<file path="config.mk">
export PLATFORM = sky130hd
export DESIGN_NAME = reg_rename_unit
export DESIGN_NICKNAME = d
export VERILOG_FILES = /design/src/rtl/rn_pkg.sv /design/src/rtl/rn_free_list.sv /design/src/rtl/rn_map_table.sv /design/src/rtl/rn_ckpt_queue.sv /design/src/rtl/reg_rename_unit.sv
export SDC_FILE = /design/constraint.sdc
export NUM_CORES = 2
export LEC_CHECK = 0
export BUFFER_PORTS_ARGS = -buffer_cell sky130_fd_sc_hd__clkbuf_2
export CAP_MARGIN = 20
export CORE_ASPECT_RATIO = 0.8
export CORE_MARGIN = 2
export CORE_UTILIZATION = 45
export DETAILED_ROUTE_END_ITERATION = 10
export PLACE_DENSITY = 0.59
export SYNTH_ARGS = -nofsm -noshare
export SYNTH_HDL_FRONTEND = slang
export SYNTH_HIERARCHICAL = 1
export SYNTH_SLANG_ARGS = --single-unit
</file>
<file path="constraint.sdc">
create_clock -name clk -period 8 [get_ports clk]
set_input_delay 2 -clock clk [delete_from_list [all_inputs] [get_ports clk]]
set_output_delay 2 -clock clk [all_outputs]
set_load 0.02 [all_outputs]
</file>
<file path="src/rtl/rn_pkg.sv">
`timescale 1ns/1ps
package rn_pkg;
  // Number of set bits in m below bit position n (n = width gives the full count).
  function automatic int ones_below(logic [31:0] m, int n);
    int c;
    c = 0;
    for (int i = 0; i < 32; i++) begin
      if (i < n && m[i]) c++;
    end
    return c;
  endfunction

  // Next index of a ring of the given depth.
  function automatic int ring_next(int p, int depth);
    return (p == depth - 1) ? 0 : p + 1;
  endfunction
endpackage

</file>
<file path="src/rtl/rn_free_list.sv">
`timescale 1ns/1ps
module rn_free_list #(
  parameter int NPHYS = 64,
  parameter int NARCH = 32,
  parameter int CW    = 2,
  parameter int PW    = 6
) (
  input  logic            clk,
  input  logic            rst_n,
  input  logic            pop,
  input  logic [CW-1:0]   push_v,
  input  logic [CW*PW-1:0] push_tag,
  input  logic            restore,
  input  logic [PW-1:0]   restore_head,
  output logic [PW-1:0]   head_tag,
  output logic [PW-1:0]   head_ptr,
  output logic            empty,
  output logic [PW:0]     free_count
);
  import rn_pkg::*;
  localparam int FREE0 = NPHYS - NARCH;

  logic [PW-1:0] mem [NPHYS];
  logic [PW-1:0] head, tail;
  logic [PW:0]   cnt;
  logic [PW:0]   npush;
  logic [PW-1:0] since;

  assign npush      = (PW+1)'(ones_below(32'(push_v), CW));
  assign since      = head - restore_head;
  assign head_tag   = mem[head];
  assign head_ptr   = head;
  assign empty      = (cnt == '0);
  assign free_count = cnt;

  always_ff @(posedge clk or negedge rst_n) begin
    if (!rst_n) begin
      for (int i = 0; i < NPHYS; i++) mem[i] <= (i < FREE0) ? PW'(i + NARCH) : '0;
      head <= '0;
      tail <= PW'(FREE0);
      cnt  <= (PW+1)'(FREE0);
    end else begin
      for (int l = 0; l < CW; l++) begin
        if (push_v[l]) mem[tail + PW'(ones_below(32'(push_v), l))] <= push_tag[l*PW +: PW];
      end
      tail <= tail + npush[PW-1:0];
      if (restore) begin
        head <= restore_head;
        cnt  <= cnt + {1'b0, since} + npush;
      end else begin
        head <= head + PW'(pop);
        cnt  <= cnt + npush - (PW+1)'(pop);
      end
    end
  end
endmodule

</file>
<file path="src/rtl/rn_map_table.sv">
`timescale 1ns/1ps
module rn_map_table #(
  parameter int NARCH = 32,
  parameter int PW    = 6,
  parameter int AW    = 5
) (
  input  logic               clk,
  input  logic               rst_n,
  input  logic [AW-1:0]      rd_a,
  input  logic [AW-1:0]      rd_b,
  input  logic [AW-1:0]      rd_c,
  input  logic               wr_en,
  input  logic [AW-1:0]      wr_arch,
  input  logic [PW-1:0]      wr_tag,
  input  logic               restore,
  input  logic [NARCH*PW-1:0] restore_map,
  output logic [PW-1:0]      tag_a,
  output logic [PW-1:0]      tag_b,
  output logic [PW-1:0]      tag_c,
  output logic [NARCH*PW-1:0] snap
);
  logic [PW-1:0] map [NARCH];

  assign tag_a = map[rd_a];
  assign tag_b = map[rd_b];
  assign tag_c = map[rd_c];

  for (genvar g = 0; g < NARCH; g++) begin : g_snap
    assign snap[g*PW +: PW] = map[g];
  end

  always_ff @(posedge clk or negedge rst_n) begin
    if (!rst_n) begin
      for (int i = 0; i < NARCH; i++) map[i] <= PW'(i);
    end else if (restore) begin
      for (int i = 0; i < NARCH; i++) map[i] <= restore_map[i*PW +: PW];
    end else if (wr_en) begin
      map[wr_arch] <= wr_tag;
    end
  end
endmodule

</file>
<file path="src/rtl/rn_ckpt_queue.sv">
`timescale 1ns/1ps
module rn_ckpt_queue #(
  parameter int NCKPT = 4,
  parameter int DW    = 198
) (
  input  logic          clk,
  input  logic          rst_n,
  input  logic          push,
  input  logic [DW-1:0] push_data,
  input  logic          pop,
  input  logic          flush,
  output logic [DW-1:0] oldest,
  output logic          full,
  output logic          empty
);
  import rn_pkg::*;
  localparam int PTR_W = (NCKPT > 1) ? $clog2(NCKPT) : 1;
  localparam int CNT_W = $clog2(NCKPT + 1);

  logic [DW-1:0]    mem [NCKPT];
  logic [PTR_W-1:0] wr_ptr, rd_ptr;
  logic [CNT_W-1:0] cnt;

  assign oldest = mem[rd_ptr];
  assign full   = (cnt == CNT_W'(NCKPT));
  assign empty  = (cnt == '0);

  always_ff @(posedge clk or negedge rst_n) begin
    if (!rst_n) begin
      for (int i = 0; i < NCKPT; i++) mem[i] <= '0;
      wr_ptr <= '0;
      rd_ptr <= '0;
      cnt    <= '0;
    end else if (flush) begin
      rd_ptr <= wr_ptr;
      cnt    <= '0;
    end else begin
      if (push) begin
        mem[wr_ptr] <= push_data;
        wr_ptr      <= PTR_W'(ring_next(int'(wr_ptr), NCKPT));
      end
      if (pop) rd_ptr <= PTR_W'(ring_next(int'(rd_ptr), NCKPT));
      cnt <= cnt + CNT_W'(push) - CNT_W'(pop);
    end
  end
endmodule

</file>
<file path="src/rtl/reg_rename_unit.sv">
`timescale 1ns/1ps
module reg_rename_unit #(
  parameter int NUM_ARCH = 32,
  parameter int NUM_PHYS = 64,
  parameter int NUM_CKPT = 4,
  parameter int COMMIT_W = 2
) (
  input  logic                     clk,
  input  logic                     rst_n,
  input  logic                     req_valid,
  input  logic [4:0]               req_src_a,
  input  logic [4:0]               req_src_b,
  input  logic [4:0]               req_dst,
  input  logic                     req_branch,
  output logic                     req_stall,
  output logic [5:0]               tag_src_a,
  output logic [5:0]               tag_src_b,
  output logic [5:0]               tag_dst,
  output logic [5:0]               tag_prev,
  input  logic [COMMIT_W-1:0]      cmt_valid,
  input  logic [COMMIT_W-1:0]      cmt_has_dst,
  input  logic [COMMIT_W*6-1:0]    cmt_prev,
  input  logic                     res_valid,
  input  logic                     res_mispredict,
  output logic [COMMIT_W-1:0]      rel_valid,
  output logic [COMMIT_W*6-1:0]    rel_tag
);
  localparam int AW     = $clog2(NUM_ARCH);
  localparam int PW     = $clog2(NUM_PHYS);
  localparam int SNAP_W = NUM_ARCH * PW;
  localparam int CK_W   = SNAP_W + PW;

  // Named internal events, brought out for the checker.
  logic needs_reg, mis_now, fire;
  logic ev_alloc, ev_ckpt, ev_rollback, ev_ckpt_pop;
  logic [COMMIT_W-1:0] ev_release;

  logic [PW-1:0]     fl_head_tag, fl_head_ptr, map_prev;
  logic              fl_empty, ck_full, ck_empty;
  logic [PW:0]       free_count;
  logic [SNAP_W-1:0] map_snap;
  logic [CK_W-1:0]   ck_oldest;

  assign needs_reg   = (req_dst != '0) && !req_branch;
  assign mis_now     = res_valid && res_mispredict;
  assign req_stall   = req_valid && (mis_now || (needs_reg && fl_empty) || (req_branch && ck_full));
  assign fire        = req_valid && !req_stall;
  assign ev_alloc    = fire && needs_reg;
  assign ev_ckpt     = fire && req_branch;
  assign ev_rollback = mis_now;
  assign ev_ckpt_pop = res_valid && !res_mispredict;
  assign ev_release  = cmt_valid & cmt_has_dst;

  rn_map_table #(.NARCH(NUM_ARCH), .PW(PW), .AW(AW)) u_map (
    .clk(clk), .rst_n(rst_n),
    .rd_a(req_src_a), .rd_b(req_src_b), .rd_c(req_dst),
    .wr_en(ev_alloc), .wr_arch(req_dst), .wr_tag(fl_head_tag),
    .restore(ev_rollback), .restore_map(ck_oldest[SNAP_W-1:0]),
    .tag_a(tag_src_a), .tag_b(tag_src_b), .tag_c(map_prev),
    .snap(map_snap)
  );

  rn_free_list #(.NPHYS(NUM_PHYS), .NARCH(NUM_ARCH), .CW(COMMIT_W), .PW(PW)) u_free (
    .clk(clk), .rst_n(rst_n),
    .pop(ev_alloc), .push_v(ev_release), .push_tag(cmt_prev),
    .restore(ev_rollback), .restore_head(ck_oldest[SNAP_W +: PW]),
    .head_tag(fl_head_tag), .head_ptr(fl_head_ptr),
    .empty(fl_empty), .free_count(free_count)
  );

  rn_ckpt_queue #(.NCKPT(NUM_CKPT), .DW(CK_W)) u_ckpt (
    .clk(clk), .rst_n(rst_n),
    .push(ev_ckpt), .push_data({fl_head_ptr, map_snap}),
    .pop(ev_ckpt_pop), .flush(ev_rollback),
    .oldest(ck_oldest), .full(ck_full), .empty(ck_empty)
  );

  assign tag_dst  = ev_alloc ? fl_head_tag : '0;
  assign tag_prev = ev_alloc ? map_prev : '0;

  always_ff @(posedge clk or negedge rst_n) begin
    if (!rst_n) begin
      rel_valid <= '0;
      rel_tag   <= '0;
    end else begin
      rel_valid <= ev_release;
      rel_tag   <= cmt_prev;
    end
  end
endmodule

</file>
==> flow_summary.toml <==
[sta]
slew_headroom_pct = 21.6
min_period_over_period_pct = 83.2
tightest_slew_ns = 1.17
clock_skew_ns = 0.0336
rsz0062_at_grt = "false"
fmax_ghz = 0.150
period_needed_ns = 6.65
drv_slew = 0
hold_violations = 0
setup_viol = 0
fin_tns_setup_ns = 0

[critical_path]
critPathRequiredTime_ns = 6.00
critPathCaptureType = "primary output"
start_kind = "flip-flop"
arrival_ns = 4.65
crit_path_max_fanout = 35
critPathKind = "flip-flop to primary output"

[logic_synthesis]
synthCells = 5623
synthesis.nets = 5705
yosysWarnings = 6
netlist_area_um2 = 74000
syn_area_per_cell_um2 = 13.2

[cts]
clkSinkCount = 1408
cts-resized-gates = 0
cts_root_buf = "clkbuf_16"
cts_made_buffers = 149
cts_buffer_depth = 3
clk_latency_ns = 0.80
cts_tree = "yes"
htreeDepth = 4
cts-hold-fix-buffers = 0
cts_setup_buffers = 0
path_clk_slew_ns = 0.06

[place]
gp_congestion = 0.853
io_buffers = 75
post-dp-hpwl_mm = 130

[global_route]
grt_pass1_wl_mm = 330
grt_pass1_vias = 49100
grt_overflow = 0
antenna_found_initial = 11
grt_usage_pct = 25.9
grt_max_degree = 172

[floorplan]
coreArea_um2 = 164000
num_rows = 133
die_w_um = 457
dieArea_um2 = 168000
design.portCount = 76
die_h_um = 367
start_util_pct = 45.2

[route]
drt-total-wl_mm = 218
final_antenna_net_count = 0
dr.pass1.iters = 6
wire_per_inst_um = 28.2
viasPerCell = 6.30
post-route-drc-count = 0
num_vias = 48700
drtIter0Drc = 5333

[power_and_ir_drop]
power-per-cell-area_nw_per_um2 = 399
p_leak_nw = 34.2
vdd.ir_drop.worst_mv = 0.239
finalPower_w = 0.0321

[final_layout]
final_common_cell = "dfrtp_1"
final_cell_mix = "dfrtp_1 (1209), mux2_2 (803), mux4_2 (464)"
area_delta_synth_final_pct = 8.96
nFillCells = 14100
nets = 5522
drive_gt1_share_pct = 38.5

[run_status]
status = "finished, final reports clean"

[hold_path]
min-delay-path-class = "flip-flop to flip-flop"

[run]
maxCapViolCount = 0
-- through the flow --
step	area [µm²]	util (%)	setup slack, ns	hold WS (ns)	cells
6_report	80600	49.2	1.35	0.468	7732
5_1_grt	80600	49.2	1.15	0.490	7725
4_1_cts	80600	49.2	1.30	0.472	7723
3_5_place_dp	75500	46.1	1.41	0.457	7447
3_3_place_gp	75500	46.1	1.44	0.465	7444
2_1_floorplan	74000	-	2.08	0.442	5623
-- final cells by class --
| type | count | area, µm² | area share (%) |
|---|---|---|---|
| multi-input cells | 3669 | 35800 | 44.5 |
| flip-flops and latches | 1408 | 35500 | 44.0 |
| clock buffers | 237 | 4420 | 5.49 |
| well taps | 2160 | 2700 | 3.35 |
| repair buffers | 174 | 1380 | 1.71 |
| clock inverters | 39 | 597 | 0.741 |
| inverters | 38 | 150 | 0.186 |
| diodes | 7 | 17.5 | 0.0217 |
-- report_power, final --
group | total [W] | switching (W) | internal [W]
Clock | 0.00716 | 0.00304 | 0.00412
Sequential | 0.0140 | 0.00338 | 0.0106
Combinational | 0.0110 | 0.00482 | 0.00616
-- critical path: stages (launching register included) --
cell and delay [ns]:
dfrtp_4 0.94, buf_4 0.46, mux4_2 0.58, mux4_2 0.58, nor3b_1 0.40, nor2_4 0.04, buf_4 0.32, nor3b_1 0.25
clkbuf_2 0.20
-- registers in the layout, summed over array words and instances (netlist names) --
register / count
u_ckpt/mem: 792
u_free/mem: 384
u_map/snap: 192
rel_tag: 12
u_free/free_count: 7
u_free/head_ptr: 6
u_free/tail: 6
u_ckpt/cnt: 3
rel_valid: 2
u_ckpt/rd_ptr: 2
u_ckpt/wr_ptr: 2
-- path summary, 6_finish.rpt --
path                                       from                    to  slack (ns)  cells past startpoint
max                          u_free/head_ptr[0]            tag_dst[2]        1.35                      8
min                        u_free/free_count[6]  u_free/free_count[6]        0.47                      1
max reg2reg                u_free/free_count[5]  u_free/free_count[6]        3.56                     17
min reg2reg                u_free/free_count[6]  u_free/free_count[6]        0.47                      1
max in group asynchronous                 rst_n        u_free/mem[20]        5.16                      3
min in group asynchronous                 rst_n       u_free/mem[325]        1.19                      1
-- metal layers --
| layer | vias to the layer above | GRT usage (%) | wire, µm |
|---|---|---|---|
| met5 | - | 0 | 32 |
| met4 | 6 | 6.68 | 5090 |
| met3 | 350 | 6.63 | 20700 |
| met2 | 2115 | 36.3 | 92100 |
| met1 | 25800 | 39.9 | 100000 |
| li1 | 20500 | - | - |
Power figures use the tool's default switching activity.
